$ cat src/rtl/status_pkg.sv
package status_pkg;

    localparam int TEMP_W    = 10;
    localparam int ADC_W     = 12;
    localparam int ADC_CH    = 8;
    localparam int HDR_BYTES = 2;
    localparam int FRAME_LEN = HDR_BYTES + 2 + 2 * ADC_CH;
    localparam logic [7:0] TYPE_CODE = 8'h53;

    typedef struct packed {
        logic [7:0]                   loc;
        logic [TEMP_W-1:0]            temp;
        logic [ADC_CH-1:0][ADC_W-1:0] adc;
    } snap_t;

    // Upper or lower half of a zero-extended 16-bit word.
    function automatic logic [7:0] pair_half(input logic [15:0] w, input logic hi);
        return hi ? w[15:8] : w[7:0];
    endfunction

    function automatic logic [7:0] frame_byte(input snap_t s, input int unsigned pos);
        int unsigned ch;
        logic [15:0] w;
        w  = '0;
        ch = 0;
        if (pos == 0) begin
            return s.loc;
        end else if (pos == 1) begin
            return TYPE_CODE;
        end else if (pos < 4) begin
            w = 16'(s.temp);
            return pair_half(w, pos == 2);
        end else begin
            ch = (pos - 4) / 2;
            if (ch < ADC_CH) w = 16'(s.adc[ch]);
            return pair_half(w, ((pos - 4) % 2) == 0);
        end
    endfunction

endpackage

$ cat src/rtl/status_snapshot.sv
module status_snapshot
    import status_pkg::*;
(
    input  logic  clk,
    input  logic  rst,
    input  logic  load,
    input  snap_t din,
    output snap_t snap
);
    always_ff @(posedge clk) begin
        if (rst) snap <= '0;
        else if (load) snap <= din;
    end

    assert_snap_hold_R7: assert property (@(posedge clk) disable iff (rst)
        !load |=> $stable(snap));
endmodule

$ cat src/rtl/status_sequencer.sv
module status_sequencer #(
    parameter int FRAME_LEN = 20,
    localparam int IW = $clog2(FRAME_LEN)
) (
    input  logic          clk,
    input  logic          rst,
    input  logic          trig,
    input  logic          ready,
    output logic          active,
    output logic [IW-1:0] idx,
    output logic          load
);
    localparam logic [IW-1:0] LAST = IW'(FRAME_LEN - 1);

    logic pend;
    logic fin;

    assign fin  = active && ready && (idx == LAST);
    assign load = (trig && !active) || (fin && (pend || trig));

    always_ff @(posedge clk) begin
        if (rst) begin
            active <= 1'b0;
            idx    <= '0;
            pend   <= 1'b0;
        end else if (load) begin
            active <= 1'b1;
            idx    <= '0;
            pend   <= 1'b0;
        end else begin
            if (fin) begin
                active <= 1'b0;
                idx    <= '0;
            end else if (active && ready) begin
                idx <= idx + 1'b1;
            end
            if (active && trig) pend <= 1'b1;
        end
    end

    assert_pend_in_frame_R9: assert property (@(posedge clk) disable iff (rst)
        pend |-> active);
    assert_idx_bound_R6: assert property (@(posedge clk) disable iff (rst)
        active |-> (idx <= LAST));
    assert_stall_hold_R8: assert property (@(posedge clk) disable iff (rst)
        (active && !ready) |=> (active && $stable(idx)));
    assert_pend_handoff_R9: assert property (@(posedge clk) disable iff (rst)
        (fin && pend) |=> (active && idx == '0));
endmodule

$ cat src/rtl/status_byte_mux.sv
module status_byte_mux
    import status_pkg::*;
#(
    parameter int FRAME_LEN = 20,
    localparam int IW = $clog2(FRAME_LEN)
) (
    input  snap_t         snap,
    input  logic [IW-1:0] idx,
    output logic [7:0]    data,
    output logic          first,
    output logic          last
);
    always_comb begin
        data  = frame_byte(snap, int'(idx));
        first = (idx == '0);
        last  = (idx == IW'(FRAME_LEN - 1));
    end
endmodule

$ cat src/rtl/status_frame_tx.sv
module status_frame_tx
    import status_pkg::*;
#(
    parameter int N_CH  = ADC_CH,
    parameter int CH_W  = ADC_W,
    parameter int T_W   = TEMP_W,
    localparam int FLEN = HDR_BYTES + 2 + 2 * N_CH,
    localparam int IW   = $clog2(FLEN)
) (
    input  logic                 clk,
    input  logic                 rst,
    input  logic                 trig_i,
    input  logic [7:0]           loc_i,
    input  logic [T_W-1:0]       temp_i,
    input  logic [N_CH*CH_W-1:0] adc_i,
    input  logic                 tx_ready,
    output logic                 tx_valid,
    output logic [7:0]           tx_data,
    output logic                 tx_first,
    output logic                 tx_last,
    output logic                 busy
);
    snap_t          din;
    snap_t          snap;
    logic           active;
    logic           load;
    logic [IW-1:0]  idx;
    logic           b_first;
    logic           b_last;

    always_comb begin
        din      = '0;
        din.loc  = loc_i;
        din.temp = TEMP_W'(temp_i);
        for (int k = 0; k < ADC_CH; k++) begin
            if (k < N_CH) din.adc[k] = ADC_W'(adc_i[k*CH_W +: CH_W]);
        end
    end

    status_snapshot u_snap (
        .clk (clk),
        .rst (rst),
        .load(load),
        .din (din),
        .snap(snap)
    );

    status_sequencer #(.FRAME_LEN(FLEN)) u_seq (
        .clk   (clk),
        .rst   (rst),
        .trig  (trig_i),
        .ready (tx_ready),
        .active(active),
        .idx   (idx),
        .load  (load)
    );

    status_byte_mux #(.FRAME_LEN(FLEN)) u_mux (
        .snap (snap),
        .idx  (idx),
        .data (tx_data),
        .first(b_first),
        .last (b_last)
    );

    assign tx_valid = active;
    assign tx_first = active && b_first;
    assign tx_last  = active && b_last;
    assign busy     = active;

    assert_first_last_excl_R6: assert property (@(posedge clk) disable iff (rst)
        !(tx_first && tx_last));
    assert_data_hold_R8: assert property (@(posedge clk) disable iff (rst)
        (tx_valid && !tx_ready) |=> (tx_valid && $stable(tx_data)));
    assert_last_then_gap_or_first_R9: assert property (@(posedge clk) disable iff (rst)
        (tx_valid && tx_ready && tx_last) |=> (!tx_valid || tx_first));
endmodule

$ cat config.mk
export PLATFORM = sky130hd
export DESIGN_NAME = status_frame_tx
export DESIGN_NICKNAME = d
export VERILOG_FILES = /design/src/rtl/status_pkg.sv /design/src/rtl/status_snapshot.sv /design/src/rtl/status_sequencer.sv /design/src/rtl/status_byte_mux.sv /design/src/rtl/status_frame_tx.sv
export SDC_FILE = /design/constraint.sdc
export NUM_CORES = 1
export LEC_CHECK = 0
export ABC_AREA = 1
export BUFFER_PORTS_ARGS = -buffer_cell sky130_fd_sc_hd__buf_2
export CAP_MARGIN = 40
export CORE_ASPECT_RATIO = 0.75
export CORE_MARGIN = 2
export CORE_UTILIZATION = 35
export CTS_CLUSTER_DIAMETER = 100
export CTS_CLUSTER_SIZE = 30
export DETAILED_ROUTE_END_ITERATION = 8
export GPL_TIMING_DRIVEN = 0
export RECOVER_POWER = 100
export SETUP_SLACK_MARGIN = 0.02
export SLEW_MARGIN = 40
export SYNTH_ARGS = -nofsm -noshare
export SYNTH_HDL_FRONTEND = slang
export SYNTH_HIERARCHICAL = 1
export SYNTH_SLANG_ARGS = --single-unit
$ cat constraint.sdc
create_clock -name clk -period 2.8 [get_ports clk]
set_input_delay 0.56 -clock clk [delete_from_list [all_inputs] [get_ports clk]]
set_output_delay 0.56 -clock clk [all_outputs]
set_load 0.05 [all_outputs]
==> results by stage, run 1 <==
Synthesis:
- The number of synthesis warnings is 6.
- Dividing the synthesized area by the synthesized cell count gives 6.07 sq um.
- Counting every net in the synthesized netlist gives 1,176.
- The area share of the largest cell type after synthesis is 37.9%.
- The flip-flop and latch count after synthesis is 121.
- Sequential cells were found to cover 37.9% of the synthesized design area.
- The post-synthesis instance area is 6400 sq um.
- The number of flops mapped to enable cells by yosys is 0.
- Of all cell types, the one taking the most synthesized area is dfxtp_1.
- The post-synthesis async set-or-reset flop share is 0%.
- The most common flop cell mapped by yosys is dfxtp_1.
- After synthesis, the cell types taking the most area are dfxtp_1, nand2_1, nor2_1, inv_1, nand3_1.
- The cell count after synthesis came out at 1,054.
- The synthesized netlist contains 34 unique library cells.

Final layout:
- The multi-input combinational cell area is 3110 sq um.
- The area growth from synthesis to layout is 26.3%.
- The final net count is 1,325.
- The fraction of layout cells with a size suffix above 1 is 19.7%.
- The repair_antennas step left the layout with diodes totalling 0.
- The non-filler instance count after layout is 1,458.
- Counting the fill cells in the layout gives 1,950.
- Summing all flip-flop and latch instances after layout gives 2430 sq um.

Run:
- The number of max-cap violations is 0.

Floorplanning:
- The placement row count is 42.
- Measured along the x axis, the die boundary spans 160 um.
- The floorplan step defined a core boundary enclosing 17,800 sq um.
- The number of ports placed on the die boundary is 130.
- The effective utilization at floorplan is 36.0%.
- The die is 121 um tall.
- The die outline area is 19,400 sq um.

Timing:
- The tightest hold path in the finished design has a slack of 0.360 ns.
- The clock skew is 0.00770 ns.
- The shortest period the worst path allows is 2.74 ns.
- The number of pins exceeding their max-slew limit in the final report is 0.
- The transition time at the pin with the least slew margin is 0.598 ns.
- The final count of hold timing violations is 0.
- Setup violations remaining at the end of the flow were counted as 0.
- Setup repair after global routing left no endpoint under its margin.
- The part of the cycle the worst path needs is 97.9%.
- The highest clock frequency the design can meet is 365 MHz.
- The remaining max-slew budget at the tightest pin is 60.3%.

Hold path:
- The min-delay analysis places its worst path in the category in -> reg.

Clock network:
- The number of hold buffers added after CTS was 0.
- CTS built an H-tree with a depth of 4.
- In this run, CTS created clock tree buffers numbering 17.
- The TritonCTS clock tree is yes.
- The later pin in the worst-skew pair is clocked with a latency of 0.41 ns.
- The root buffer cell chosen for the clock tree is clkbuf_16.
- Clock tree synthesis found a total of 121 sinks.
- The maximum root-to-sink buffer count is 2.
- The post-CTS clock slew at the launch and capture registers of the worst setup and hold paths is 0.06 ns.

Power and ir drop:
- IR analysis of the VDD net gives a maximum drop of 0.355 mV.
- Dividing total power by cell area gives a power density of 621 nW/um^2.
- The completed layout was analyzed and its total power is 5020 uW.
- The leakage power of the design is 0.00432 uW.

Global routing:
- The global-route congestion overflow total is 0.
- The via count of the first global-routing pass is 5,980.
- The first global-routing pass estimated 29.3 mm of wire.
- The number of antenna violations at the first check in global routing came to 0.
- The global router's overall resource usage is 19.3%.
- Entering global routing, the biggest net connects 20 pins.

Critical path:
- STA classifies the critical path endpoint as a primary output.
- The largest individual stage delay along the critical path comes from the cell dfxtp_4.
- The arrival time at the worst endpoint is 2.18 ns.
- Among cell families on the critical path, the largest total delay comes from adder cells.
- Traced cell by cell, the critical path runs through inv_8 > ha_1 > ha_4 > o31ai_4 > nor3_4 > nand3_2 > a21oi_2 > buf_4.
- In this design, the stage delay of the slowest critical-path cell is 0.37 ns.
- Together, buffers and inverters on the worst path number 2.
- The setup check on the worst reg-to-reg path leaves a slack of 0.22 ns.
- For the worst setup path, the data required time is 2.24 ns.
- The critical path class is reg -> out.
- The maximum fanout encountered on the critical timing path is 19.
- The startpoint type of the worst setup path is a flop.

Routing:
- For this block, the initial DRC count from the detailed router was 399.
- In the routed layout, each cell is associated on average with a via count of 4.38.
- The post-detailed-route count of antenna-violating nets is 0.
- The routed via count is 6,381.
- The first-pass iteration count of the detailed router is 4.
- After detailed routing, the number of remaining DRC violations is 0.
- The detail-routed net length per standard cell is 12.4 um.
- The routed design has 18.1 mm of wire.

Placed design:
- The placer's final routability congestion estimate is 0.839.
- The cell count after placement is 1,425.
- The detailed-placement wirelength estimate is 13.8 mm.
- Port buffering added 129 buffers.

Status:
- The flow ran to the end, and the final reports show no timing, DRC or antenna violations.
## final cells by class
| class | count | share of cell area [%] |
|---|---|---|
| plain buffers | 55 | 4.72 |
| clock buffers | 21 | 5.82 |
| clock inverters | 11 | 2.09 |
| inverters | 136 | 6.47 |
| multi-input cells | 740 | 38.5 |
| flip-flops and latches | 121 | 30.1 |
| well taps | 242 | 3.75 |
| repair buffers | 132 | 8.56 |
## power by group
part / leakage, uW / total, uW / switching [uW] / internal, uW
Combinational: 0.00301 / 720 / 438 / 282
Clock: 0.000301 / 2350 / 789 / 1560
Sequential: 0.00101 / 1950 / 89.1 / 1860
Total: 0.00432 / 5020 / 1320 / 3700
## metrics by stage
stage               utilization (%)  cell area, sq um  worst slack, ns  setup TNS [ns]
global route                   45.5              8080           0.0159               0
global placement               41.4              7360           -0.231           -1.30
CTS                            45.5              8090           0.0113               0
finish                         45.5              8080           0.0580               0
floorplan                         -              6410           0.0535               0
detailed placement             41.4              7360           -0.233           -1.36
## worst reg2reg max path, stage by stage, from the launching register on
cell and delay, ns:
dfxtp_1 0.63, ha_1 0.23, inv_1 0.04, nor2_1 0.44, nand3_2 0.11, nand2_1 0.17, clkbuf_2 0.34, clkbuf_2 0.29
nand2_1 0.09, nand2_1 0.08, nor2_1 0.04
## cells by family after synthesis
kind of cell               Yosys count  synth area share (%)
AOI/OAI and AO/OA                   45                  4.20
xor gates and xnor gates             2                 0.274
adders and majority gates            4                 0.782
buffers and inverters              193                  14.5
DFF                                121                  37.9
and+or+nand+nor                    689                  42.4
## flip-flops by register name, indices dropped and copies added (netlist names)
signal,count
u_seq/idx,5
u_snap/snap,114
u_seq/active,1
u_seq/pend,1
## path summary, 6_finish.rpt
kind | startpoint | end | cells past startpoint
max | u_seq/idx[2] | tx_data[4] | 8
min | rst | u_seq/active | 2
max reg2reg | u_seq/idx[0] | u_snap/snap[99] | 10
min reg2reg | u_snap/snap[13] | u_snap/snap[13] | 2
## what timing repair did
item,CTS,global route
setup buffers,1,2
setup endpoints to repair,10,8
endpoints found under the hold margin,0,0
resized for setup,29,10
pin swaps,3,1
## routing by layer
| layer | GRT usage [%] | part of all wire, % | routed length [um] | up-vias |
|---|---|---|---|---|
| met4 | 5.63 | 0.81 | 146 | 0 |
| met3 | 3.08 | 6.1 | 1100 | 14 |
| met2 | 30.0 | 41 | 7470 | 164 |
| met5 | 0 | 0 | 0 | - |
| met1 | 27.8 | 52 | 9350 | 2777 |
| li1 | - | - | - | 3426 |
## Yosys cell counts (4+ instances only)
master,n
nand2_1,365
nor2_1,266
inv_1,129
dfxtp_1,121
nand3_1,44
buf_4,26
a21oi_1,13
buf_2,13
o21ai_0,10
buf_6,8
clkbuf_1,8
o21ai_1,8
o211ai_1,7
inv_2,6
ha_1,4
## layout by cell type, fill, tap and decap left out, drive strengths merged
| cell type | n |
|---|---|
| buf | 157 |
| a31oi | 2 |
| o211ai | 8 |
| bufinv | 4 |
| o21ai | 18 |
| nand2 | 368 |
| inv | 136 |
| clkinvlp | 4 |
| dfxtp | 121 |
| o21bai | 1 |
| xor2 | 1 |
| clkinv | 3 |
| nor3 | 4 |
| ha | 4 |
| o221ai | 1 |
| nand3 | 46 |
| nand4 | 2 |
| a21oi | 14 |
| xnor2 | 1 |
| clkbuf | 51 |
| nor2 | 269 |
| o31ai | 1 |
Power figures use the tool's default switching activity.
==> run 2, diff against run 1 <==
Settings changed: CORE_UTILIZATION 35 to 25, GPL_TIMING_DRIVEN 0 to not set, PLACE_DENSITY set to 0.39.
==> results by stage, run 2 (synthesis results as in run 1) <==
Placed design:
- The placer's final routability congestion estimate is 0.775 (was 0.839).
- The cell count after placement is 1,477 (was 1,425).
- The cell area after placement is 7240 sq um (was 7360 sq um).
- The number of buffers inserted by port buffering is 129 (unchanged).
- The detailed-placement wirelength estimate is 13.8 mm (about the same).
- The post-placement worst setup slack is 0.350 ns (was -0.233 ns).

Floorplanning:
- The effective utilization at floorplan is 25.6% (was 36.0%).
- The number of ports placed on the die boundary is 130 (unchanged).
- The placement row count came to 50 (was 42).
- The die width is 189 um (was 160 um).
- The die outline area is 26,900 sq um (was 19,400 sq um).
- The height of the chip is 143 um (was 121 um).
- The core footprint was 25,000 sq um (was 17,800 sq um).

Timing:
- The shortest period the worst path allows is 2.65 ns (was 2.74 ns).
- The final count of hold timing violations is 0 (unchanged).
- The highest clock frequency the design can meet is 378 MHz (was 365 MHz).
- Unrepaired setup endpoints after global routing: yes (was no).
- The summed negative setup slack over all endpoints is 0 ns (unchanged).
- The part of the cycle the worst path needs is 94.6% (was 97.9%).
- The clock skew is 0.0124 ns (was 0.00770 ns).
- The transition time at the pin with the least slew margin is 0.615 ns (was 0.598 ns).
- The total setup violations reported at the end of the flow is 0 (unchanged).
- The remaining max-slew budget at the tightest pin is 59.0% (was 60.3%).
- The final critical-path setup slack is 0.152 ns (was 0.0580 ns).
- The number of pins exceeding their max-slew limit in the final report came to 0 (unchanged).

Critical path:
- The maximum fanout encountered on the critical timing path is 10 (was 19).
- The startpoint type of the worst setup path is a flop (unchanged).
- The arrival time at the worst endpoint is 2.09 ns (was 2.18 ns).
- The critical path class is reg -> out (unchanged).
- The capturing element type of the critical path was a primary output (unchanged).
- The critical path required time is 2.24 ns (about the same).

Final layout:
- The most common library cell in the layout ignoring fill and taps was nand2_1 (unchanged).
- The filler cell count in the final layout was 2,943 (was 1,950).
- The flip-flop count of the largest register, all copies and words added came to 114 (unchanged).
- The non-filler instance count after layout is 1,514 (was 1,458).
- The fraction of layout cells with a size suffix above 1 is 17.2% (was 19.7%).
- The synthesis-to-finish area growth is 24.5% (was 26.3%).
- Top Registers: u_snap/snap: 114 flops, u_seq/idx: 5 flops (unchanged).
- The total non-filler cell area in the finished layout is 7970 sq um (was 8080 sq um).
- The register ranked first by flip-flop count is u_snap/snap (unchanged).
- The number of antenna cells inserted is 0 (unchanged).
- The final net count came to 1,286 (was 1,325).
- Commonest cells after routing, fill and taps aside: nand2_1, nor2_1, inv_1, buf_2, dfxtp_1 (unchanged).

Routing:
- The post-detailed-route count of antenna-violating nets was 0 (unchanged).
- The routed via count is 6,055 (was 6,381).
- The detail-routed net length per standard cell is 12.8 um (was 12.4 um).
- The first-pass iteration count of the detailed router is 4 (unchanged).
- The total wire length after detailed routing is 19.4 mm (was 18.1 mm).
- The remaining routing DRC violations is 0 (unchanged).
- The initial detailed-routing violation count was 297 (was 399).
- The per-cell via count in the routed design is 4.00 (was 4.38).

Clock network:
- The maximum level of the CTS H-tree came to 4 (unchanged).
- The total number of clock tree sinks is 121 (unchanged).
- The buffer cell driving the clock tree root was clkbuf_16 (unchanged).
- The post-CTS clock slew at the launch and capture registers of the worst setup and hold paths is 0.06 ns (about the same).
- The TritonCTS buffer count was 17 (unchanged).
- The maximum root-to-sink buffer count is 2 (unchanged).
- The clock latency on the worst-skew pair is 0.42 ns (was 0.41 ns).
- The number of buffers inserted for hold repair after clock tree synthesis came to 0 (unchanged).
- The TritonCTS clock tree was yes (unchanged).

Power and ir drop:
- The power per cell area is 611 nW/um^2 (was 621 nW/um^2).
- The leakage power of the design is 0.00414 uW (was 0.00432 uW).
- The maximum resistive drop on vdd was 0.411 mV (was 0.355 mV).

Run:
- The number of max-cap violations is 0 (unchanged).

Global routing:
- The via count of the first global-routing pass came to 6,048 (was 5,980).
- The global-route congestion overflow total is 0 (unchanged).
- The pin count of the biggest net entering global routing was 84 (was 20).
- The number of antenna violations at the first check in global routing is 0 (unchanged).
- The global router's overall resource usage is 14.8% (was 19.3%).
- The wire length of the first global-routing pass came to 31.1 mm (was 29.3 mm).

Status:
- Run status: complete, no violations (unchanged).

Hold path:
- The classification of the worst-slack hold path was in -> reg (unchanged).
[run 2: stage by stage]
| stage | util (%) | total power [uW] | hold slack, ns |
|---|---|---|---|
| final | 31.8 | 4870 | 0.371 |
| after global routing | 31.8 | 5140 | 0.365 |
| after CTS | 31.5 | 4940 | 0.350 |
| after detailed placement | 28.9 | 2700 | 0.462 |
| after global placement | 28.9 | 2700 | 0.452 |
| after floorplan | - | 2460 | 0.444 |
[run 2: repair_timing]
action,4_1_cts,5_1_grt
pin swaps,3,3
resized for setup,16,28
setup endpoints to repair,8,8
buffers inserted,1,3
gates cloned,1,1
[run 2: worst paths after layout]
kind / start / endpoint / slack (ns) / depth (start not counted)
setup reg to reg: u_seq/idx[0] / u_snap/snap[13] / 0.24 / 9
setup / recovery: u_seq/idx[2] / tx_data[6] / 0.15 / 8
hold / removal: rst / u_seq/active / 0.37 / 2
hold reg to reg: u_snap/snap[7] / u_snap/snap[7] / 0.47 / 2
[run 2: area by class of cell]
class | instances | area (sq um) | area share, %
Tap cell | 338 | 423 | 5.31
Timing Repair Buffer | 146 | 880 | 11.0
Clock inverter | 9 | 123 | 1.54
Inverter | 136 | 528 | 6.63
Multi-Input combinational cell | 740 | 3100 | 38.9
Timing Repair inverter | 2 | 16.3 | 0.204
Sequential cell | 121 | 2430 | 30.6
Clock buffer | 22 | 464 | 5.83
[run 2: layer usage]
metal	GRT usage [%]	part of all wire [%]	up-vias	wire [um]
met4	4.61	1.3	0	248
met5	0	0	-	0
li1	-	-	3335	-
met3	3.48	4.3	16	831
met1	21.8	55	2575	10600
met2	21.1	40	129	7700
[run 2: worst max-delay path, stage by stage (launching register included)]
cell     delay [ns]
dfxtp_4        0.37
inv_6          0.06
ha_1           0.23
ha_4           0.28
o31ai_4        0.08
nor3_2         0.13
nand3_1        0.12
a21oi_1        0.21
buf_6          0.19
[run 2: report_power, final]
part | total, uW | switching [uW] | internal [uW]
Clock | 2210 | 776 | 1430
Combinational | 704 | 437 | 267
Sequential | 1950 | 91.2 | 1860
